===== src/rtl/frt_pkg.sv =====
package frt_pkg;
  typedef enum logic [1:0] {
    CAP_OFF  = 2'b00,
    CAP_RISE = 2'b01,
    CAP_FALL = 2'b10,
    CAP_BOTH = 2'b11
  } cap_mode_e;

  localparam int unsigned REG_CTRL     = 0;
  localparam int unsigned REG_CAPMODE  = 1;
  localparam int unsigned REG_IEN      = 2;
  localparam int unsigned REG_IFLG     = 3;
  localparam int unsigned REG_COUNT    = 4;
  localparam int unsigned REG_CMP_BASE = 8;
endpackage


===== src/rtl/frt_timebase.sv =====
module frt_timebase #(
  parameter int unsigned CNT_W = 16,
  parameter int unsigned PRE_W = 3
) (
  input  logic             clk,
  input  logic             rst_n,
  input  logic             restart,
  input  logic [PRE_W-1:0] scale,
  input  logic             clr_req,
  output logic [CNT_W-1:0] cnt,
  output logic             tick,
  output logic             ovf_evt
);
  localparam int unsigned DIV_W = (1 << PRE_W) - 1;

  logic [DIV_W-1:0] phase_q;
  logic [DIV_W-1:0] mask;

  // Low n bits of the phase all ones marks the last cycle of a 2^n window.
  assign mask    = ~({DIV_W{1'b1}} << scale);
  assign tick    = (phase_q & mask) == mask;
  assign ovf_evt = tick && !clr_req && (cnt == {CNT_W{1'b1}});

  always_ff @(posedge clk) begin
    if (!rst_n || restart) begin
      phase_q <= '0;
      cnt     <= '0;
    end else begin
      phase_q <= phase_q + DIV_W'(1);
      if (tick) begin
        cnt <= clr_req ? '0 : cnt + CNT_W'(1);
      end
    end
  end
endmodule


===== src/rtl/frt_cmp_pair.sv =====
module frt_cmp_pair #(
  parameter int unsigned CNT_W = 16
) (
  input  logic             clk,
  input  logic             rst_n,
  input  logic             restart,
  input  logic             tick,
  input  logic [CNT_W-1:0] cnt,
  input  logic [CNT_W-1:0] cmp_set,
  input  logic [CNT_W-1:0] cmp_clr,
  output logic [1:0]       hit,
  output logic             wave
);
  // Matches are qualified by the step strobe: one pulse per count value.
  assign hit[0] = tick && (cnt == cmp_set);
  assign hit[1] = tick && (cnt == cmp_clr);

  always_ff @(posedge clk) begin
    if (!rst_n || restart) begin
      wave <= 1'b0;
    end else if (hit[1]) begin
      wave <= 1'b0;
    end else if (hit[0]) begin
      wave <= 1'b1;
    end
  end
endmodule


===== src/rtl/frt_cap_chan.sv =====
module frt_cap_chan
  import frt_pkg::*;
#(
  parameter int unsigned CNT_W = 16
) (
  input  logic             clk,
  input  logic             rst_n,
  input  logic             pin,
  input  cap_mode_e        mode,
  input  logic [CNT_W-1:0] cnt,
  output logic [CNT_W-1:0] cap_val,
  output logic             cap_evt
);
  // sync_q[0..1] resynchronise, sync_q[2] holds the previous settled level.
  logic [2:0] sync_q;
  logic       rise, fall;

  assign rise = sync_q[1] & ~sync_q[2];
  assign fall = ~sync_q[1] & sync_q[2];

  always_comb begin
    unique case (mode)
      CAP_RISE: cap_evt = rise;
      CAP_FALL: cap_evt = fall;
      CAP_BOTH: cap_evt = rise | fall;
      default:  cap_evt = 1'b0;
    endcase
  end

  always_ff @(posedge clk) begin
    if (!rst_n) begin
      sync_q  <= '0;
      cap_val <= '0;
    end else begin
      sync_q <= {sync_q[1:0], pin};
      if (cap_evt) begin
        cap_val <= cnt;
      end
    end
  end
endmodule


===== src/rtl/frt_cc_unit.sv =====
module frt_cc_unit
  import frt_pkg::*;
#(
  parameter int unsigned CNT_W  = 16,
  parameter int unsigned PRE_W  = 3,
  parameter int unsigned N_CMP  = 4,
  parameter int unsigned N_CAP  = 4,
  parameter int unsigned ADDR_W = 5
) (
  input  logic                 clk,
  input  logic                 rst_n,
  input  logic [ADDR_W-1:0]    reg_addr,
  input  logic                 reg_wr,
  input  logic [CNT_W-1:0]     reg_wdata,
  output logic [CNT_W-1:0]     reg_rdata,
  input  logic [N_CAP-1:0]     cap_pin,
  output logic [N_CMP/2-1:0]   wave_out,
  output logic                 irq
);
  localparam int unsigned N_PAIR   = N_CMP / 2;
  localparam int unsigned FLAG_W   = 1 + N_CMP + N_CAP;
  localparam int unsigned CAP_BASE = REG_CMP_BASE + N_CMP;
  localparam int unsigned CLR_BIT  = PRE_W;
  localparam int unsigned RST_BIT  = PRE_W + 1;

  logic [PRE_W-1:0]   scale_q;
  logic               clr_en_q;
  logic [2*N_CAP-1:0] capmode_q;
  logic [FLAG_W-1:0]  ien_q;
  logic [FLAG_W-1:0]  flags_q;
  logic [CNT_W-1:0]   cmp_val [N_CMP];
  logic [CNT_W-1:0]   cap_val [N_CAP];

  logic [CNT_W-1:0]   count_q;
  logic               tick;
  logic               ovf_evt;
  logic               restart;
  logic               clr_req;
  logic [N_CMP-1:0]   cmp_hit;
  logic [N_CAP-1:0]   cap_evt;
  logic               wr_ctrl, wr_flags;
  logic [FLAG_W-1:0]  set_vec, clr_vec;

  assign wr_ctrl  = reg_wr && (reg_addr == ADDR_W'(REG_CTRL));
  assign wr_flags = reg_wr && (reg_addr == ADDR_W'(REG_IFLG));
  assign restart  = wr_ctrl && reg_wdata[RST_BIT];
  assign clr_req  = clr_en_q && cmp_hit[0];

  frt_timebase #(.CNT_W(CNT_W), .PRE_W(PRE_W)) u_timebase (
    .clk     (clk),
    .rst_n   (rst_n),
    .restart (restart),
    .scale   (scale_q),
    .clr_req (clr_req),
    .cnt     (count_q),
    .tick    (tick),
    .ovf_evt (ovf_evt)
  );

  for (genvar j = 0; j < N_PAIR; j++) begin : g_pair
    frt_cmp_pair #(.CNT_W(CNT_W)) u_pair (
      .clk     (clk),
      .rst_n   (rst_n),
      .restart (restart),
      .tick    (tick),
      .cnt     (count_q),
      .cmp_set (cmp_val[2*j]),
      .cmp_clr (cmp_val[2*j+1]),
      .hit     (cmp_hit[2*j +: 2]),
      .wave    (wave_out[j])
    );
  end

  for (genvar i = 0; i < N_CAP; i++) begin : g_cap
    frt_cap_chan #(.CNT_W(CNT_W)) u_cap (
      .clk     (clk),
      .rst_n   (rst_n),
      .pin     (cap_pin[i]),
      .mode    (cap_mode_e'(capmode_q[2*i +: 2])),
      .cnt     (count_q),
      .cap_val (cap_val[i]),
      .cap_evt (cap_evt[i])
    );
  end

  // Flag layout: overflow, then compares, then captures.
  assign set_vec = {cap_evt, cmp_hit, ovf_evt};
  assign clr_vec = wr_flags ? reg_wdata[FLAG_W-1:0] : '0;

  always_ff @(posedge clk) begin
    if (!rst_n) begin
      scale_q   <= '0;
      clr_en_q  <= 1'b0;
      capmode_q <= '0;
      ien_q     <= '0;
      flags_q   <= '0;
      for (int i = 0; i < N_CMP; i++) cmp_val[i] <= '0;
    end else begin
      flags_q <= (flags_q & ~clr_vec) | set_vec;
      if (wr_ctrl) begin
        scale_q  <= reg_wdata[PRE_W-1:0];
        clr_en_q <= reg_wdata[CLR_BIT];
      end
      if (reg_wr && reg_addr == ADDR_W'(REG_CAPMODE)) capmode_q <= reg_wdata[2*N_CAP-1:0];
      if (reg_wr && reg_addr == ADDR_W'(REG_IEN))     ien_q     <= reg_wdata[FLAG_W-1:0];
      for (int i = 0; i < N_CMP; i++) begin
        if (reg_wr && reg_addr == ADDR_W'(REG_CMP_BASE + i)) cmp_val[i] <= reg_wdata;
      end
    end
  end

  assign irq = |(flags_q & ien_q);

  always_comb begin
    reg_rdata = '0;
    if (reg_addr == ADDR_W'(REG_CTRL))    reg_rdata[PRE_W:0]      = {clr_en_q, scale_q};
    if (reg_addr == ADDR_W'(REG_CAPMODE)) reg_rdata[2*N_CAP-1:0]  = capmode_q;
    if (reg_addr == ADDR_W'(REG_IEN))     reg_rdata[FLAG_W-1:0]   = ien_q;
    if (reg_addr == ADDR_W'(REG_IFLG))    reg_rdata[FLAG_W-1:0]   = flags_q;
    if (reg_addr == ADDR_W'(REG_COUNT))   reg_rdata               = count_q;
    for (int i = 0; i < N_CMP; i++) begin
      if (reg_addr == ADDR_W'(REG_CMP_BASE + i)) reg_rdata = cmp_val[i];
    end
    for (int i = 0; i < N_CAP; i++) begin
      if (reg_addr == ADDR_W'(CAP_BASE + i)) reg_rdata = cap_val[i];
    end
  end
endmodule


===== config.mk =====
export PLATFORM = sky130hd
export DESIGN_NAME = frt_cc_unit
export DESIGN_NICKNAME = d
export VERILOG_FILES = /design/src/rtl/frt_pkg.sv /design/src/rtl/frt_timebase.sv /design/src/rtl/frt_cmp_pair.sv /design/src/rtl/frt_cap_chan.sv /design/src/rtl/frt_cc_unit.sv
export SDC_FILE = /design/constraint.sdc
export NUM_CORES = 1
export LEC_CHECK = 0
export ABC_CLOCK_PERIOD_IN_PS = 3800
export CORE_UTILIZATION = 25
export CTS_CLUSTER_DIAMETER = 60
export CTS_CLUSTER_SIZE = 40
export DETAILED_ROUTE_END_ITERATION = 10
export GPL_TIMING_DRIVEN = 0
export MAX_ROUTING_LAYER = met4
export PLACE_DENSITY = 0.51
export SLEW_MARGIN = 20
export SYNTH_ARGS = -nofsm -noshare
export SYNTH_HDL_FRONTEND = slang
export SYNTH_HIERARCHICAL = 1
export SYNTH_SLANG_ARGS = --single-unit

===== constraint.sdc =====
create_clock -name clk -period 3.8 [get_ports clk]
set_clock_uncertainty 0.2 [all_clocks]
set_input_delay 0.76 -clock clk [delete_from_list [all_inputs] [get_ports clk]]
set_output_delay 0.76 -clock clk [all_outputs]
set_load 0.05 [all_outputs]

Word level (Yosys, flattened, before mapping)
Memories as Yosys holds them, arrays and structs flattened.
Cells that the tools add are included.
- bitwise operators: 30
- reduce and logical (&&, ||, !) cells: 23
- equal/unequal tests: 30
- shifts and indexed selects: 1
- mux-type cells: 36
- add/subtract/negate cells: 2
- operators with widths (kind ; number):
    16-bit 2-to-1 mux ; 14
    16-bit == test ; 4
    5-bit by 4-bit == test with 1-bit output (second input constant) ; 8
    9-bit 2-to-1 mux ; 3
    9-bit bitwise AND ; 2
    16-bit by 1-bit adder with 16-bit output (second input constant) ; 1
    16-bit == test (second input constant) ; 1
    2-bit == test (second input constant) ; 8
    1-bit logical AND ; 16
    1-bit 2-to-1 mux ; 13
    1-bit one-hot mux with 3 select lines ; 4
    5-bit by 2-bit == test with 1-bit output (second input constant) ; 2
    9-bit inverter ; 1
    9-bit bitwise OR ; 1
    9-bit OR reduction ; 1
    1-bit bitwise AND ; 8
    2-bit by 1-bit == test with 1-bit output (second input constant) ; 4
    8-bit 2-to-1 mux ; 1
    1-bit inverter ; 8
    1-bit bitwise OR ; 8
    7-bit by 1-bit adder with 7-bit output (second input constant) ; 1
    7-bit bitwise AND ; 1
    7-bit == test ; 1
    7-bit inverter ; 1
    8 further kinds ; 10
- output and inout port bits: 19
- register bits after elaboration: 131
- bits in writable memories: 64
- memories: 1
- memories (name ; depth ; bits a word ; rd ports ; clocked after Yosys merged registers in ; write ports ; RTL line ; RTL):
    cmp_val ; 4 ; 16 ; 4 ; 0 ; 4 ; frt_cc_unit.sv:31 ; logic [CNT_W-1:0] cmp_val [N_CMP];

Longest topological paths before layout
Gate-level depths: netlist of the first run.
- depth after elaboration: 14
- gate-level depth with buffers: 15
- depth with buffers taken out: 12

Hierarchy
Netlist of the first run, hierarchy kept.
- modules (own cells, without submodules) (module ; area an instance (µm²) ; instances ; cells an instance):
    frt_cc_unit ; 5328.9 ; 1 ; 570
    frt_cap_chan ; 983.4 ; 4 ; 110
    frt_timebase ; 1253.7 ; 1 ; 146
    frt_cmp_pair ; 396.6 ; 2 ; 49

Worst setup path before layout of the first run
No wires, ideal clock.
- path kind: input to output
- start point: input port reg_addr[0]
- end point: output port reg_rdata[7]
- required time: 2.840 ns
- setup slack: 0.093 ns
- cell stages on the path: 8
- arrival time: 2.747 ns
- buffers on the path: 2
- path through: buf_2 > or3b_1 > nor3_4 > buf_4 > a22oi_1 > nand2_1 > o21ai_0 > a21oi_1
- word-level cells in the longest chain between the ends: 13
- elaborated cells between the ends (all ways): 24
- those cells by class: 12 x eq/ne; 12 x mux
- ends and longest elaborated chain (what ; RTL line ; RTL):
    start, declared ; frt_cc_unit.sv:12 ; input logic [ADDR_W-1:0] reg_addr,
    5-bit by 1-bit == test with 1-bit output ; frt_cc_unit.sv:117 ; if (reg_addr == ADDR_W'(REG_CAPMODE)) reg_rdata[2*N_CAP-1:0] = capmode_q;
    8-bit 2-to-1 mux ; frt_cc_unit.sv:117 ;
    9-bit 2-to-1 mux ; frt_cc_unit.sv:118 ; if (reg_addr == ADDR_W'(REG_IEN)) reg_rdata[FLAG_W-1:0] = ien_q;
    9-bit 2-to-1 mux ; frt_cc_unit.sv:119 ; if (reg_addr == ADDR_W'(REG_IFLG)) reg_rdata[FLAG_W-1:0] = flags_q;
    16-bit 2-to-1 mux ; frt_cc_unit.sv:120 ; if (reg_addr == ADDR_W'(REG_COUNT)) reg_rdata = count_q;
    16-bit 2-to-1 mux (4 in a row) ; frt_cc_unit.sv:122 ; if (reg_addr == ADDR_W'(REG_CMP_BASE + i)) reg_rdata = cmp_val[i];
    16-bit 2-to-1 mux (3 in a row) ; frt_cc_unit.sv:125 ; if (reg_addr == ADDR_W'(CAP_BASE + i)) reg_rdata = cap_val[i];
    16-bit 2-to-1 mux * ; frt_cc_unit.sv:125 ;
    end, declared ; frt_cc_unit.sv:15 ; output logic [CNT_W-1:0] reg_rdata,
Every way passes the cells marked *; elsewhere a longest branch is shown, timed or not.

Final worst setup path of the first run
- start point: input port reg_addr[0]
- end point: output port reg_rdata[2]
- word-level cells in the longest chain between the ends: 14
- elaborated cells between the ends (all ways): 26
- those cells by class: 12 x eq/ne; 13 x mux; 1 x reduce/logical
- ends and longest elaborated chain (what ; RTL line ; RTL):
    5-bit zero test ; frt_cc_unit.sv:116 ; if (reg_addr == ADDR_W'(REG_CTRL)) reg_rdata[PRE_W:0] = {clr_en_q, scale_q};
    4-bit 2-to-1 mux ; frt_cc_unit.sv:116 ;
    8-bit 2-to-1 mux ; frt_cc_unit.sv:117 ;
    9-bit 2-to-1 mux ; frt_cc_unit.sv:118 ;
    9-bit 2-to-1 mux ; frt_cc_unit.sv:119 ;
    16-bit 2-to-1 mux ; frt_cc_unit.sv:120 ;
    16-bit 2-to-1 mux (4 in a row) ; frt_cc_unit.sv:122 ;
    16-bit 2-to-1 mux (3 in a row) ; frt_cc_unit.sv:125 ;
    16-bit 2-to-1 mux * ; frt_cc_unit.sv:125 ;
Marks and branches as above.

==> results of run 1 <==
[power by group]
part | switching [µW] | leakage, µW | internal, µW
clock | 876 | 0.000271 | 920
combinational | 317 | 0.00266 | 168
sequential | 86.2 | 0.00167 | 2200
total | 1280 | 0.00461 | 3290
[cell type report]
cell class | count | area share (%)
clock inverters | 12 | 0.689
multi-input cells | 891 | 46.4
repair buffers | 59 | 3.76
flip-flops and latches | 195 | 33.9
inverters | 87 | 2.43
well taps | 592 | 5.52
plain buffers | 81 | 3.70
diodes | 1 | 0.0186
clock buffers | 20 | 3.56
[flip-flops by register name, indices dropped and copies added, names as in the netlist]
signal               cells
cmp_val                 64
g_cap.u_cap/cap_val     64
u_timebase/cnt          16
g_cap.u_cap/sync_q      12
flags_q                  9
ien_q                    9
capmode_q                8
u_timebase/phase_q       7
scale_q                  3
g_pair.u_pair/wave       2
clr_en_q                 1
[cell families after synthesis]
logic type               count (synthesis)
AO/OA/AOI/OAI                          357
XOR/XNOR                                69
adder cells (fa/ha/maj)                 10
buffers and inverters                  168
flip-flops                             195
multiplexers                            24
AND/OR/NAND/NOR                        431
[cell usage after synthesis (all sizes together), types with 38 or more instances]
master / number / area share [%]
a21oi: 54 / 2.4
and2: 88 / 4.9
buf: 46 / 2.6
dfxtp: 131 / 23
edfxtp: 64 / 17
inv: 87 / 2.9
nand2: 141 / 4.7
nor2: 57 / 2.0
nor2b: 38 / 2.4
o211ai: 130 / 10
o21ai: 48 / 2.1
xnor2: 41 / 3.2
[through the flow]
stage | instance area [µm²] | total power [µW]
floorplan | 11300 | 2560
global placement | 12500 | 2780
detailed placement | 12500 | 2780
CTS | 13300 | 4600
global route | 13400 | 4710
finish | 13400 | 4570
[repair_timing]
item | CTS | global route
buffers inserted | 9 | 6
endpoints found under the setup margin | 27 | 26
pin swaps | 11 | 9
gates resized for setup | 179 | 28
[layout by cell type (no fill, tap or decap), types with 11 or more instances in the layout]
cell,count
o311ai_0,13
nand2_1,138
inv_1,85
mux2i_1,19
clkdlybuf4s50_1,23
a21oi_1,47
nand4_1,17
xnor2_1,41
buf_2,27
clkbuf_16,18
nor2_1,43
edfxtp_1,64
xor2_1,28
buf_6,18
o211ai_1,89
clkbuf_1,22
and2_1,87
nand3_1,27
a221oi_1,11
a21boi_0,11
o21ai_0,41
dfxtp_1,121
buf_4,27
nor2b_1,31
o211ai_2,41
[per-layer routing]
layer,track usage (%),wire length [µm]
met2,29.4,19800
met3,3.10,3420
met5,-,0
met4,8.67,1690
met1,27.6,20600
[final timing paths]
path                            start                        to  slack, ns  cells after the start
max                       reg_addr[0]              reg_rdata[2]     -0.009                      9
min          g_cap[1].u_cap/sync_q[0]  g_cap[1].u_cap/sync_q[1]       0.23                      1
max reg2reg         u_timebase/cnt[5]         u_timebase/cnt[5]       0.24                      8
min reg2reg  g_cap[1].u_cap/sync_q[0]  g_cap[1].u_cap/sync_q[1]       0.23                      1
==> qor.yml, run 1 <==
post_drt_via_cell_ratio: 5.27
crit_arrival_ns: 2.85
layout.filler_cells: 4595
placementRows: 77
synth.area.mux_share_pct: 2.18
clock_sinks: 195
max_stage_delay_ns: 0.54
post-place-ws_ns: -1.76
drc: 0
crit_path_end_kind: "primary output"
synth-main-ff-cell: "dfxtp_1"
synth_top_family_by_area: "compound AO/OA/AOI/OAI gates"
synth-compound-area-share_pct: 24.4
layout.nets: 1370
rsz0062_at_grt: "no"
die_h_um: 215
fmax_mhz: 263
initial_core_util_pct: 25.5
drv_cap: 0
cts_buffers: 17
multi_input_area_um2: 6230
antenna_violating_nets_post_route: 0
via_count: 10208
relSlewSlack_pct: 19.2
holdWs_ns: 0.234
synth-seq-cells: 195
wl_um: 45500
synthAdderAreaFrac_pct: 1.11
p_leak_uw: 0.00461
async_flop_share_pct: 0
yosys.area_share.simple_pct: 20.1
die_area_um2: 46100
drv_slew: 0
syn_avg_cell_area_um2: 9.02
ys_types: 69
cp-start-kind: "primary input"
status: "finished, violations left"
root_buffer: "clkbuf_16"
vdd_drop_max_mv: 0.326
cts_tree: "built"
min_period_ns: 3.81
clockBufferDepth: 2
timing.final.crit_share_pct: 100
syn_area_um2: 11300
grt_pass1_wl_um: 66300
seqCellArea_um2: 4560
ys.warnings.count: 6
setup_violations: 1
syn-num-nets: 1292
synth_edf_count: 64
htreeDepth: 4
drive_above_1_share_pct: 17.6
drtIter0Drc: 1064
dp.cells: 1890
track_usage_pct: 20.2
final_cells: 1938
tightestPinTransition_ns: 1.21
cts_hold_buf: 0
critPathRequiredTime_ns: 2.84
antenna_found_initial: 0
clkLatencyLatePin_ns: 0.46
synth_cells: 1254
crit_slowest_cell: "o21ai_0"
cp_max_fo: 10
timing.setup.tns_ns: -0.00888
grt_pass1_vias: 9855
clk_pin_slew_ns: 0.08
num_io_pins: 47
violations: "negative setup slack"
drt-wirelength-per-cell_um: 23.5
cp_cell_sequence: "buf_2, buf_6, inv_1, clkbuf_2, nor2_1, o21ai_0, o311ai_2, nand2_1, buf_4"
grt_max_degree: 34
critical_path_buf_inv_count: 5
p_per_area_nw_per_um2: 340
hold_violations: 0
dpl.hpwl_um: 32700
ys_seq_area_share_pct: 40.2
path_delay_family: "buffers and inverters"
timing.final.ws_setup_ns: -0.00888
port_buffers: 44
min_path_type: "reg -> reg"
place_congestion: 0.973
overflow: 0
fp.coreArea_um2: 44400
syn_to_final_growth_pct: 18.7
synth_xor_area_share_pct: 5.34
post-route-util_pct: 30.2
die_w_um: 215
critical_path_class: "in -> out"
drtPass1Iterations: 6
(Power assumes the default switching activity.)
==> run 2, diff against run 1 <==
--- a/config.mk
+++ b/config.mk
@@ -5,7 +5,6 @@
 export SDC_FILE = /design/constraint.sdc
 export NUM_CORES = 1
 export LEC_CHECK = 0
-export ABC_CLOCK_PERIOD_IN_PS = 3800
 export CORE_UTILIZATION = 25
 export CTS_CLUSTER_DIAMETER = 60
 export CTS_CLUSTER_SIZE = 40
==> results of run 2 <==
No change in the layout: final DEF, timing and power equal those of run 1.
==> run 3, diff against run 2 <==
--- a/config.mk
+++ b/config.mk
@@ -15,5 +15,4 @@
 export SLEW_MARGIN = 20
 export SYNTH_ARGS = -nofsm -noshare
 export SYNTH_HDL_FRONTEND = slang
-export SYNTH_HIERARCHICAL = 1
 export SYNTH_SLANG_ARGS = --single-unit
==> qor.yml, run 3 <==
power.switching_uw: 1220
max_stage_delay_ns: 0.35
dpl.hpwl_um: 25300
drtIter0Drc: 701
seqCellArea_um2: 4540
fp.coreArea_um2: 38600
drtPass1Iterations: 5
timing.setup.tns_ns: 0
vdd_drop_max_mv: 0.249
num_io_pins: 47
antenna_violating_nets_post_route: 0
critPathRequiredTime_ns: 2.84
die_w_um: 200
critical_path_class: "in -> out"
seq_power_share_pct: 49.8
final_cell_mix: "dfxtp_1 (131), nor2b_1 (95), mux2i_1 (92), and2_1 (78), edfxtp_1 (64)"
ys.warnings.count: 0
wl_um: 33500
setup_violations: 0
relSlewSlack_pct: 41.7
layout.nets: 1091
synth_cells: 986
crit_cells: 9
place_area_um2: 10900
via_count: 7602
min_path_type: "reg -> reg"
cp_max_fo: 7
synth_edf_count: 64
largestRegisters: "cmp_val x64, g_cap.u_cap.cap_val x64, u_timebase.cnt x16"
drc: 0
layout.filler_cells: 4020
timing.final.crit_share_pct: 99.0
port_buffers: 43
cts_buffers: 17
final_common_cell: "dfxtp_1"
cp_cell_sequence: "clkdlybuf4s15_1, and2b_2, nor3b_4, buf_6, nand2_1, nand3_1, o211ai_1, a21oi_2, buf_4"
path_delay_family: "simple AND/OR/NAND/NOR gates"
synth_top_area_share_pct: 26.8
drt-wirelength-per-cell_um: 21.1
cp-start-kind: "primary input"
status: "complete, no violations"
post-route-util_pct: 30.2
crit_path_end_kind: "primary output"
die_area_um2: 40000
p_clk_share_pct: 41.5
ys_top_cells_by_count: "dfxtp_1 (131), nor2b_1 (98), mux2i_1 (92)"
clkLatencyLatePin_ns: 0.45
syn_area_um2: 9800
root_buffer: "clkbuf_16"
tightestPinTransition_ns: 0.873
drive_above_1_share_pct: 12.2
syn-num-nets: 1024
ys_seq_area_share_pct: 46.4
crit_arrival_ns: 2.80
grt_pass1_vias: 7366
drv_cap: 0
place_congestion: 0.949
antenna_found_initial: 0
holdWs_ns: 0.232
synth-seq-cells: 195
hold_violations: 0
synth-main-ff-cell: "dfxtp_1"
p_int_uw: 3310
p_comb_share_pct: 8.7
p_per_area_nw_per_um2: 389
critical_path_buf_inv_count: 3
overflow: 0
grt_max_degree: 20
post_drt_via_cell_ratio: 4.80
grt_pass1_wl_um: 49000
total_power_uw: 4530
clk_pin_slew_ns: 0.07
multi_input_area_um2: 4990
fmax_mhz: 266
crit_slowest_cell: "and2b_2"
ys_types: 55
die_h_um: 200
placementRows: 72
p_sw_share_pct: 26.9
holdPathStages: 1
p_leak_uw: 0.00394
htreeDepth: 4
clockBufferDepth: 2
clock_sinks: 195
netlist_top_cells_area: "dfxtp_1 (27%), edfxtp_1 (20%), mux2i_1 (9.4%)"
syn_to_final_growth_pct: 19.0
diodes: 0
ff2ff_path_depth: 7
fin_area_um2: 11700
track_usage_pct: 17.6
async_flop_share_pct: 0
synth_most_common_cell: "dfxtp_1"
min_period_ns: 3.76
yosys.area.top_type: "dfxtp_1"
cts_hold_buf: 0
cts_tree: "built"
syn_avg_cell_area_um2: 9.94
initial_core_util_pct: 25.4
drv_slew: 0
-- run 3: per-layer routing --
metal  share of wire, %  track usage [%]  vias to the layer above
met5                  0                -                        -
met4                3.0             6.96                        0
met3                4.1             2.17                       42
met2                 44             26.0                      207
met1                 49             24.4                     3740
li1                   -                -                     3613
-- run 3: through the flow --
stage | worst slack (ns) | std cells
final | 0.0381 | 1584
after floorplan | 0.0849 | 986
after global placement | -1.45 | 1547
after global routing | -0.00398 | 1584
after detailed placement | -1.41 | 1547
after CTS | 0.00406 | 1581
-- run 3: layout make-up --
class                           count  area share (%)
Clock buffer                       21            4.23
Inverter                           19           0.611
Clock inverter                     11           0.933
Buffer                             72            3.16
Tap cell                          518            5.55
Multi-Input combinational cell    697            42.8
Sequential cell                   195            38.9
Timing Repair Buffer               51            3.81
-- run 3: final timing paths --
path	start	to	slack [ns]
worst max register to register	cmp_val[0][2]	u_timebase.cnt[7]	0.83
worst min-delay path	g_cap[1].u_cap.sync_q[0]	g_cap[1].u_cap.sync_q[1]	0.23
worst min register to register	g_cap[1].u_cap.sync_q[0]	g_cap[1].u_cap.sync_q[1]	0.23
worst max-delay path	reg_addr[3]	reg_rdata[7]	0.04
-- run 3: what timing repair did --
item / 4_1_cts / 5_1_grt
gates resized for setup: 142 / 26
setup buffers: 5 / 3
pin swaps: 6 / 8
setup endpoints to repair: 16 / 15
-- run 3: power groups by stage --
stage               Clock (µW)  Sequential [µW]  Combinational [µW]
floorplan                    0             2280                 225
global placement             0             2300                 378
detailed placement           0             2300                 380
CTS                       1920             2260                 388
global route              1980             2260                 420
finish                    1880             2260                 393
-- run 3: cell families after synthesis --
group | share of synthesized area (%)
AND/OR/NAND/NOR | 20.4
XOR/XNOR | 6.70
adder cells (fa/ha/maj) | 1.28
AO/OA/AOI/OAI | 11.7
flip-flops | 46.4
buffers and inverters | 4.01
multiplexers | 9.51
